<file path="src/rtl/brr_pkg.sv">
package brr_pkg;
    typedef enum logic [1:0] {
        ST_IDLE = 2'd0,
        ST_SCAN = 2'd1,
        ST_SEND = 2'd2
    } brr_state_e;

    localparam logic [1:0] RESP_OKAY   = 2'b00;
    localparam logic [1:0] RESP_DECERR = 2'b11;

    localparam logic [1:0] BT_FIXED = 2'd0;
    localparam logic [1:0] BT_INCR  = 2'd1;
    localparam logic [1:0] BT_WRAP  = 2'd2;
endpackage

</file>
<file path="src/rtl/brr_addr_gen.sv">
// Beat address for beat number idx of a burst, already aligned to the size.
module brr_addr_gen #(
    parameter int ADDR_W = 16,
    parameter int LEN_W  = 4,
    parameter int SIZE_W = 2
) (
    input  logic [ADDR_W-1:0] start_addr,
    input  logic [LEN_W-1:0]  len,
    input  logic [SIZE_W-1:0] size,
    input  logic [1:0]        burst,
    input  logic [LEN_W-1:0]  idx,
    output logic [ADDR_W-1:0] beat_addr
);
    import brr_pkg::*;

    logic [ADDR_W-1:0] size_mask;
    logic [ADDR_W-1:0] aligned;
    logic [ADDR_W-1:0] step;
    logic [ADDR_W-1:0] span_mask;
    logic [ADDR_W-1:0] linear;

    always_comb begin
        size_mask = (ADDR_W'(1) << size) - ADDR_W'(1);
        aligned   = start_addr & ~size_mask;
        step      = ADDR_W'(idx) << size;
        span_mask = ((ADDR_W'(len) + ADDR_W'(1)) << size) - ADDR_W'(1);
        linear    = aligned + step;
        case (burst)
            BT_FIXED: beat_addr = aligned;
            BT_WRAP:  beat_addr = (aligned & ~span_mask) | (linear & span_mask);
            default:  beat_addr = linear;
        endcase
    end
endmodule

</file>
<file path="src/rtl/brr_decode.sv">
// Window check and split of a byte address into word index and lane offset.
module brr_decode #(
    parameter int          ADDR_W    = 16,
    parameter int          BYTES     = 4,
    parameter int          WORDS     = 64,
    parameter int unsigned BASE_ADDR = 32'h1000,
    localparam int         OFF_W     = $clog2(BYTES),
    localparam int         WIDX_W    = $clog2(WORDS)
) (
    input  logic [ADDR_W-1:0] addr,
    output logic              hit,
    output logic [WIDX_W-1:0] word_idx,
    output logic [OFF_W-1:0]  lane_off
);
    localparam logic [ADDR_W:0] LOW_X  = (ADDR_W+1)'(BASE_ADDR);
    localparam logic [ADDR_W:0] HIGH_X = (ADDR_W+1)'(BASE_ADDR + WORDS * BYTES);

    logic [ADDR_W-1:0] rel;

    always_comb begin
        hit      = ({1'b0, addr} >= LOW_X) && ({1'b0, addr} < HIGH_X);
        rel      = addr - ADDR_W'(BASE_ADDR);
        word_idx = WIDX_W'(rel >> OFF_W);
        lane_off = addr[OFF_W-1:0];
    end
endmodule

</file>
<file path="src/rtl/brr_store.sv">
// Read-only word store with computed contents and byte-lane masking.
module brr_store #(
    parameter int  DATA_W = 32,
    parameter int  WORDS  = 64,
    parameter int  SIZE_W = 2,
    localparam int BYTES  = DATA_W / 8,
    localparam int OFF_W  = $clog2(BYTES),
    localparam int WIDX_W = $clog2(WORDS)
) (
    input  logic [WIDX_W-1:0] word_idx,
    input  logic [OFF_W-1:0]  lane_off,
    input  logic [SIZE_W-1:0] size,
    output logic [DATA_W-1:0] lane_data
);
    for (genvar j = 0; j < BYTES; j++) begin : g_lane
        logic [WIDX_W+OFF_W-1:0] byte_off;
        logic                    lane_on;
        always_comb begin
            byte_off = {word_idx, OFF_W'(j)};
            lane_on  = (j >= int'(lane_off)) && (j < int'(lane_off) + (1 << size));
            lane_data[8*j +: 8] = lane_on ? (8'(byte_off) ^ 8'h5A) : 8'h00;
        end
    end
endmodule

</file>
<file path="src/rtl/burst_read_responder.sv">
module burst_read_responder #(
    parameter int          ADDR_W    = 16,
    parameter int          DATA_W    = 32,
    parameter int          LEN_W     = 4,
    parameter int          SIZE_W    = 2,
    parameter int unsigned BASE_ADDR = 32'h1000,
    parameter int          WORDS     = 64
) (
    input  logic              clk,
    input  logic              rst_n,
    input  logic              req_valid,
    output logic              req_ready,
    input  logic [ADDR_W-1:0] req_addr,
    input  logic [LEN_W-1:0]  req_len,
    input  logic [SIZE_W-1:0] req_size,
    input  logic [1:0]        req_burst,
    input  logic              req_all_err,
    output logic              beat_valid,
    input  logic              beat_ready,
    output logic [DATA_W-1:0] beat_data,
    output logic [1:0]        beat_resp,
    output logic              beat_last
);
    import brr_pkg::*;

    localparam int BYTES    = DATA_W / 8;
    localparam int OFF_W    = $clog2(BYTES);
    localparam int WIDX_W   = $clog2(WORDS);
    localparam int MAX_SIZE = OFF_W;

    typedef struct packed {
        brr_state_e        state;
        logic [ADDR_W-1:0] addr;
        logic [LEN_W-1:0]  len;
        logic [SIZE_W-1:0] size;
        logic [1:0]        burst;
        logic              all_err;
        logic [LEN_W-1:0]  idx;
        logic              miss_seen;
    } ctx_t;

    ctx_t ctx_d, ctx_q;

    logic [ADDR_W-1:0] cur_addr;
    logic              cur_hit;
    logic [WIDX_W-1:0] cur_word;
    logic [OFF_W-1:0]  cur_lane;
    logic [DATA_W-1:0] cur_data;
    logic [SIZE_W-1:0] size_eff;
    logic              at_end;

    brr_addr_gen #(
        .ADDR_W (ADDR_W),
        .LEN_W  (LEN_W),
        .SIZE_W (SIZE_W)
    ) u_addr (
        .start_addr (ctx_q.addr),
        .len        (ctx_q.len),
        .size       (ctx_q.size),
        .burst      (ctx_q.burst),
        .idx        (ctx_q.idx),
        .beat_addr  (cur_addr)
    );

    brr_decode #(
        .ADDR_W    (ADDR_W),
        .BYTES     (BYTES),
        .WORDS     (WORDS),
        .BASE_ADDR (BASE_ADDR)
    ) u_dec (
        .addr     (cur_addr),
        .hit      (cur_hit),
        .word_idx (cur_word),
        .lane_off (cur_lane)
    );

    brr_store #(
        .DATA_W (DATA_W),
        .WORDS  (WORDS),
        .SIZE_W (SIZE_W)
    ) u_store (
        .word_idx  (cur_word),
        .lane_off  (cur_lane),
        .size      (ctx_q.size),
        .lane_data (cur_data)
    );

    always_comb begin
        ctx_d    = ctx_q;
        size_eff = (req_size > SIZE_W'(MAX_SIZE)) ? SIZE_W'(MAX_SIZE) : req_size;
        at_end   = (ctx_q.idx == ctx_q.len);

        req_ready  = (ctx_q.state == ST_IDLE);
        beat_valid = (ctx_q.state == ST_SEND);
        beat_last  = beat_valid && at_end;
        beat_data  = cur_hit ? cur_data : '0;
        beat_resp  = (cur_hit && !(ctx_q.all_err && ctx_q.miss_seen)) ? RESP_OKAY : RESP_DECERR;

        case (ctx_q.state)
            ST_IDLE: begin
                if (req_valid) begin
                    ctx_d.addr      = req_addr;
                    ctx_d.len       = req_len;
                    ctx_d.size      = size_eff;
                    ctx_d.burst     = req_burst;
                    ctx_d.all_err   = req_all_err;
                    ctx_d.idx       = '0;
                    ctx_d.miss_seen = 1'b0;
                    ctx_d.state     = req_all_err ? ST_SCAN : ST_SEND;
                end
            end
            ST_SCAN: begin
                ctx_d.miss_seen = ctx_q.miss_seen | ~cur_hit;
                if (at_end) begin
                    ctx_d.idx   = '0;
                    ctx_d.state = ST_SEND;
                end else begin
                    ctx_d.idx = ctx_q.idx + LEN_W'(1);
                end
            end
            ST_SEND: begin
                if (beat_ready) begin
                    if (at_end) begin
                        ctx_d.state = ST_IDLE;
                    end else begin
                        ctx_d.idx = ctx_q.idx + LEN_W'(1);
                    end
                end
            end
            default: ctx_d.state = ST_IDLE;
        endcase
    end

    always_ff @(posedge clk or negedge rst_n) begin
        if (!rst_n) begin
            ctx_q <= '{state: ST_IDLE, default: '0};
        end else begin
            ctx_q <= ctx_d;
        end
    end
endmodule

</file>
<file path="config.mk">
export PLATFORM = sky130hd
export DESIGN_NAME = burst_read_responder
export DESIGN_NICKNAME = d
export VERILOG_FILES = /design/src/rtl/brr_pkg.sv /design/src/rtl/brr_addr_gen.sv /design/src/rtl/brr_decode.sv /design/src/rtl/brr_store.sv /design/src/rtl/burst_read_responder.sv
export SDC_FILE = /design/constraint.sdc
export NUM_CORES = 1
export LEC_CHECK = 0
export ABC_AREA = 1
export BUFFER_PORTS_ARGS = -buffer_cell sky130_fd_sc_hd__buf_2
export CAP_MARGIN = 25
export CORE_ASPECT_RATIO = 1.25
export CORE_MARGIN = 2
export CORE_UTILIZATION = 30
export DETAILED_ROUTE_END_ITERATION = 7
export HOLD_SLACK_MARGIN = 0.12
export SLEW_MARGIN = 20
export SYNTH_ARGS = -nofsm -noshare
export SYNTH_HDL_FRONTEND = slang
export SYNTH_SLANG_ARGS = --single-unit
</file>
<file path="constraint.sdc">
create_clock -name clk -period 4.15 [get_ports clk]
set_input_delay 0.6225 -clock clk [delete_from_list [all_inputs] [get_ports clk]]
set_output_delay 0.6225 -clock clk [all_outputs]
set_load 0.01 [all_outputs]
</file>
==> flow_summary.json <==
{
  "status": "finished with violations",
  "violations": "setup timing",
  "placed_cell_area_um2": 3752,
  "rsz0062_at_grt": "true",
  "setup.worst_path.start_class": "flip-flop",
  "number_of_pins_with_negative_max_slew_slack_in_the_final_report": 0,
  "pin_count": 66,
  "critical_path.endpoint_type": "output port",
  "mostFrequentLayoutCell": "sky130_fd_sc_hd__nand2_1",
  "setup_viol": 3,
  "relSlewSlack": 0.4961,
  "clk_pin_slew_ps": 60,
  "number_of_global_route_vias_before_repair": 3342,
  "detail_route.vias_per_cell": 4.835,
  "cts_made_buffers": 5,
  "largest_register_ffs": 32,
  "routed_wirelength_um": 9850,
  "synth-seq-cells": 32,
  "dpl.hpwl_um": 7731,
  "drc_errors": 0,
  "clock_tree.root_cell": "sky130_fd_sc_hd__clkbuf_16",
  "dominant_combinational_cell_family_by_area_after_synthesis": "simple AND/OR/NAND/NOR gates",
  "clock_skew_ps": 5.745,
  "drt.antenna.violating_nets": 0,
  "timing.hold.worst.class": "in2async",
  "regToRegStartpoint": "ctx_q[8]",
  "detailed_routing_iterations_pass_1": 4,
  "power.static_leakage_nw": 2.168,
  "final_area_um2": 4193,
  "totalNegativeSetupSlack_ps": -24.45,
  "synth-adder-area-share": 0.06871,
  "post_synth_mux_area_share": 0.006418,
  "hold_viol": 0,
  "postSynthAreaPerCell_um2": 6.386,
  "yosys.cell_types.count": 42,
  "vias": 3491,
  "cts-htree-levels": 2,
  "required_ps": 3530,
  "seq_area_frac_synth": 0.2416,
  "timing.max_cap.violations": 0,
  "die_area_um2": 11910,
  "die_h_um": 121.5,
  "worst_pin_slew_ps": 755.8,
  "clkLatencyLatePin_ps": 280,
  "pin_count_of_the_biggest_net_entering_global_routing": 33,
  "syn-instance-count": 519,
  "r2r-end": "ctx_q[0]",
  "max-vdd-ir-drop_uv": 319.6,
  "finalHoldWorstSlack_ps": 413.1,
  "layout-area-overhead-vs-synth_pct": 26.50,
  "route.detailed.wl_per_inst_um": 13.64,
  "clock_tree.buffer_depth": 2,
  "gp_congestion": 0.8995,
  "post_synth_xor_area_fraction": 0.03964,
  "grt.overflow.total": 0,
  "period_needed_ps": 4162,
  "post_synthesis_compound_gate_area_fraction": 0.1114,
  "regs_by_ff_count": "ctx_q x32",
  "core_area_um2": 10670,
  "detailedRoute.firstIterationViolations": 133,
  "antenna_found_initial": 0,
  "final_cell_mix": "sky130_fd_sc_hd__nand2_1 (144), sky130_fd_sc_hd__inv_1 (57), sky130_fd_sc_hd__buf_2 (57)",
  "initial_core_util": 0.3107,
  "worst_slack_ps": -11.70,
  "gr-usage-all-layers": 0.1600,
  "antenna_cells": 0,
  "ff2ff_path_depth": 20,
  "num_rows": 42,
  "tritoncts": "built",
  "num-nets-final": 636,
  "highest_clock_rate_ghz": 0.2403,
  "r2r_setup_slack_ps": 1060,
  "layout-drive-gt1-share": 0.3017,
  "most_flop_heavy_register": "ctx_q",
  "global_route_wire_length_before_repair_um": 15690,
  "power-per-cell-area_nw_per_um2": 887.1,
  "portBuffers": 61,
  "dieWidth_um": 98.02,
  "yosys.area_share.simple": 0.4160,
  "synthesis.area_um2": 3314,
  "synthesis.yosys.warnings": 0,
  "cp_arrival_ps": 3540,
  "crit_path_max_fanout": 8,
  "setup.worst_path.class": "reg2out",
  "fin_crit_sh": 1.003,
  "tritoncts_num_sinks": 32
}
==> per-layer routing <==
| layer | global-route usage | vias to the layer above | routed length [um] | share of wire |
|---|---|---|---|---|
| li1 | - | 1798 | - | - |
| met1 | 0.1863 | 1615 | 4051 | 0.41 |
| met2 | 0.3014 | 68 | 5270 | 0.54 |
| met3 | 0.02419 | 10 | 361 | 0.037 |
| met4 | 0.04688 | 0 | 168 | 0.017 |
| met5 | 0 | - | 0 | 0 |
==> per-stage QoR <==
stage / utilization / setup slack [ps] / power (mW) / std cells
after floorplan: - / 331.3 / 2.410 / 522
after global placement: 0.3517 / 210.2 / 2.978 / 705
after detailed placement: 0.3517 / 145.5 / 3.022 / 705
after CTS: 0.3658 / 2.097 / 3.409 / 712
after global routing: 0.3930 / -116.2 / 4.059 / 722
final: 0.3930 / -11.70 / 3.719 / 722
==> synth_stat cells, drive strengths merged <==
cell type    n  share of area
a21o         1         0.0023
a21oi       15          0.023
a31oi        2         0.0038
and2         1         0.0019
buf         13          0.027
clkbuf       6         0.0068
clkinv       1         0.0011
conb         1         0.0011
dfrtp       32           0.24
fa           2          0.012
ha          15          0.057
inv         71          0.080
mux2         1         0.0034
mux2i        1         0.0030
nand2      164           0.20
nand3       49          0.090
nand3b       1         0.0023
nand4        9          0.019
nor2        58          0.082
nor3         7          0.012
nor3b        1         0.0023
nor4         3         0.0057
o211ai       4         0.0091
o21ai       38          0.059
o221ai       5          0.013
o22ai        1         0.0019
or2          2         0.0038
xnor2        4          0.011
xor2        11          0.029
==> worst max-delay path, cell delays in order, from the launching register on <==
cell                      delay [ps]
sky130_fd_sc_hd__dfrtp_2         480
sky130_fd_sc_hd__buf_6           160
sky130_fd_sc_hd__nor3b_4         180
sky130_fd_sc_hd__ha_2            220
sky130_fd_sc_hd__inv_2            50
sky130_fd_sc_hd__fa_2            460
sky130_fd_sc_hd__nand2_2         110
sky130_fd_sc_hd__o21ai_4          80
sky130_fd_sc_hd__fa_2            390
sky130_fd_sc_hd__nor2_1          170
sky130_fd_sc_hd__a21oi_2          70
sky130_fd_sc_hd__inv_1            70
sky130_fd_sc_hd__nor2_1           50
sky130_fd_sc_hd__inv_2            80
sky130_fd_sc_hd__nor2_1           50
sky130_fd_sc_hd__nor3_2          270
sky130_fd_sc_hd__nand2_8         130
sky130_fd_sc_hd__nor2_2          110
sky130_fd_sc_hd__buf_2           140
==> cell families (layout without fill, tap and decap cells) <==
kind of cell | after synthesis | count (layout)
other | 1 | 4
AO/OA/AOI/OAI | 66 | 66
adder cells (fa/ha/maj) | 17 | 17
buffers and inverters | 91 | 159
multiplexers | 2 | 2
XOR/XNOR | 15 | 15
flip-flops | 32 | 32
AND/OR/NAND/NOR | 295 | 295
==> worst max path at each step <==
stage                     depth (start not counted)  slack, ps       from           end
final                                            18        -10   ctx_q[8]  beat_data[7]
after global placement                           18        210  ctx_q[10]  beat_data[6]
after floorplan                                  18        330   ctx_q[8]  beat_data[3]
after detailed placement                         18        150  ctx_q[10]  beat_data[6]
after global routing                             18       -120   ctx_q[8]  beat_data[6]
after CTS                                        18          2  ctx_q[10]  beat_data[6]
==> repair_timing <==
action / CTS / global route
hold endpoints to repair: 0 / 0
gates cloned: 0 / 0
setup endpoints to repair: 29 / 30
hold buffers: 0 / 0
buffers inserted: 0 / 10
resized for setup: 6 / 63
pin swaps: 0 / 15
==> report_power, final <==
part	total, mW	internal [mW]	switching [mW]
logic	2.74	0.959	1.78
registers	0.631	0.456	0.175
clock network	0.346	0.218	0.129
total	3.72	1.63	2.09
==> area by class of cell <==
cell class	instances	area [um^2]
Inverter	72	280.3
Tap cell	132	165.2
Fill cell	1168	6475
Multi-Input combinational cell	399	2332
Clock inverter	1	5.005
Sequential cell	32	804.5
Clock buffer	6	128.9
Timing Repair Buffer	80	476.7
(Power assumes the default switching activity.)
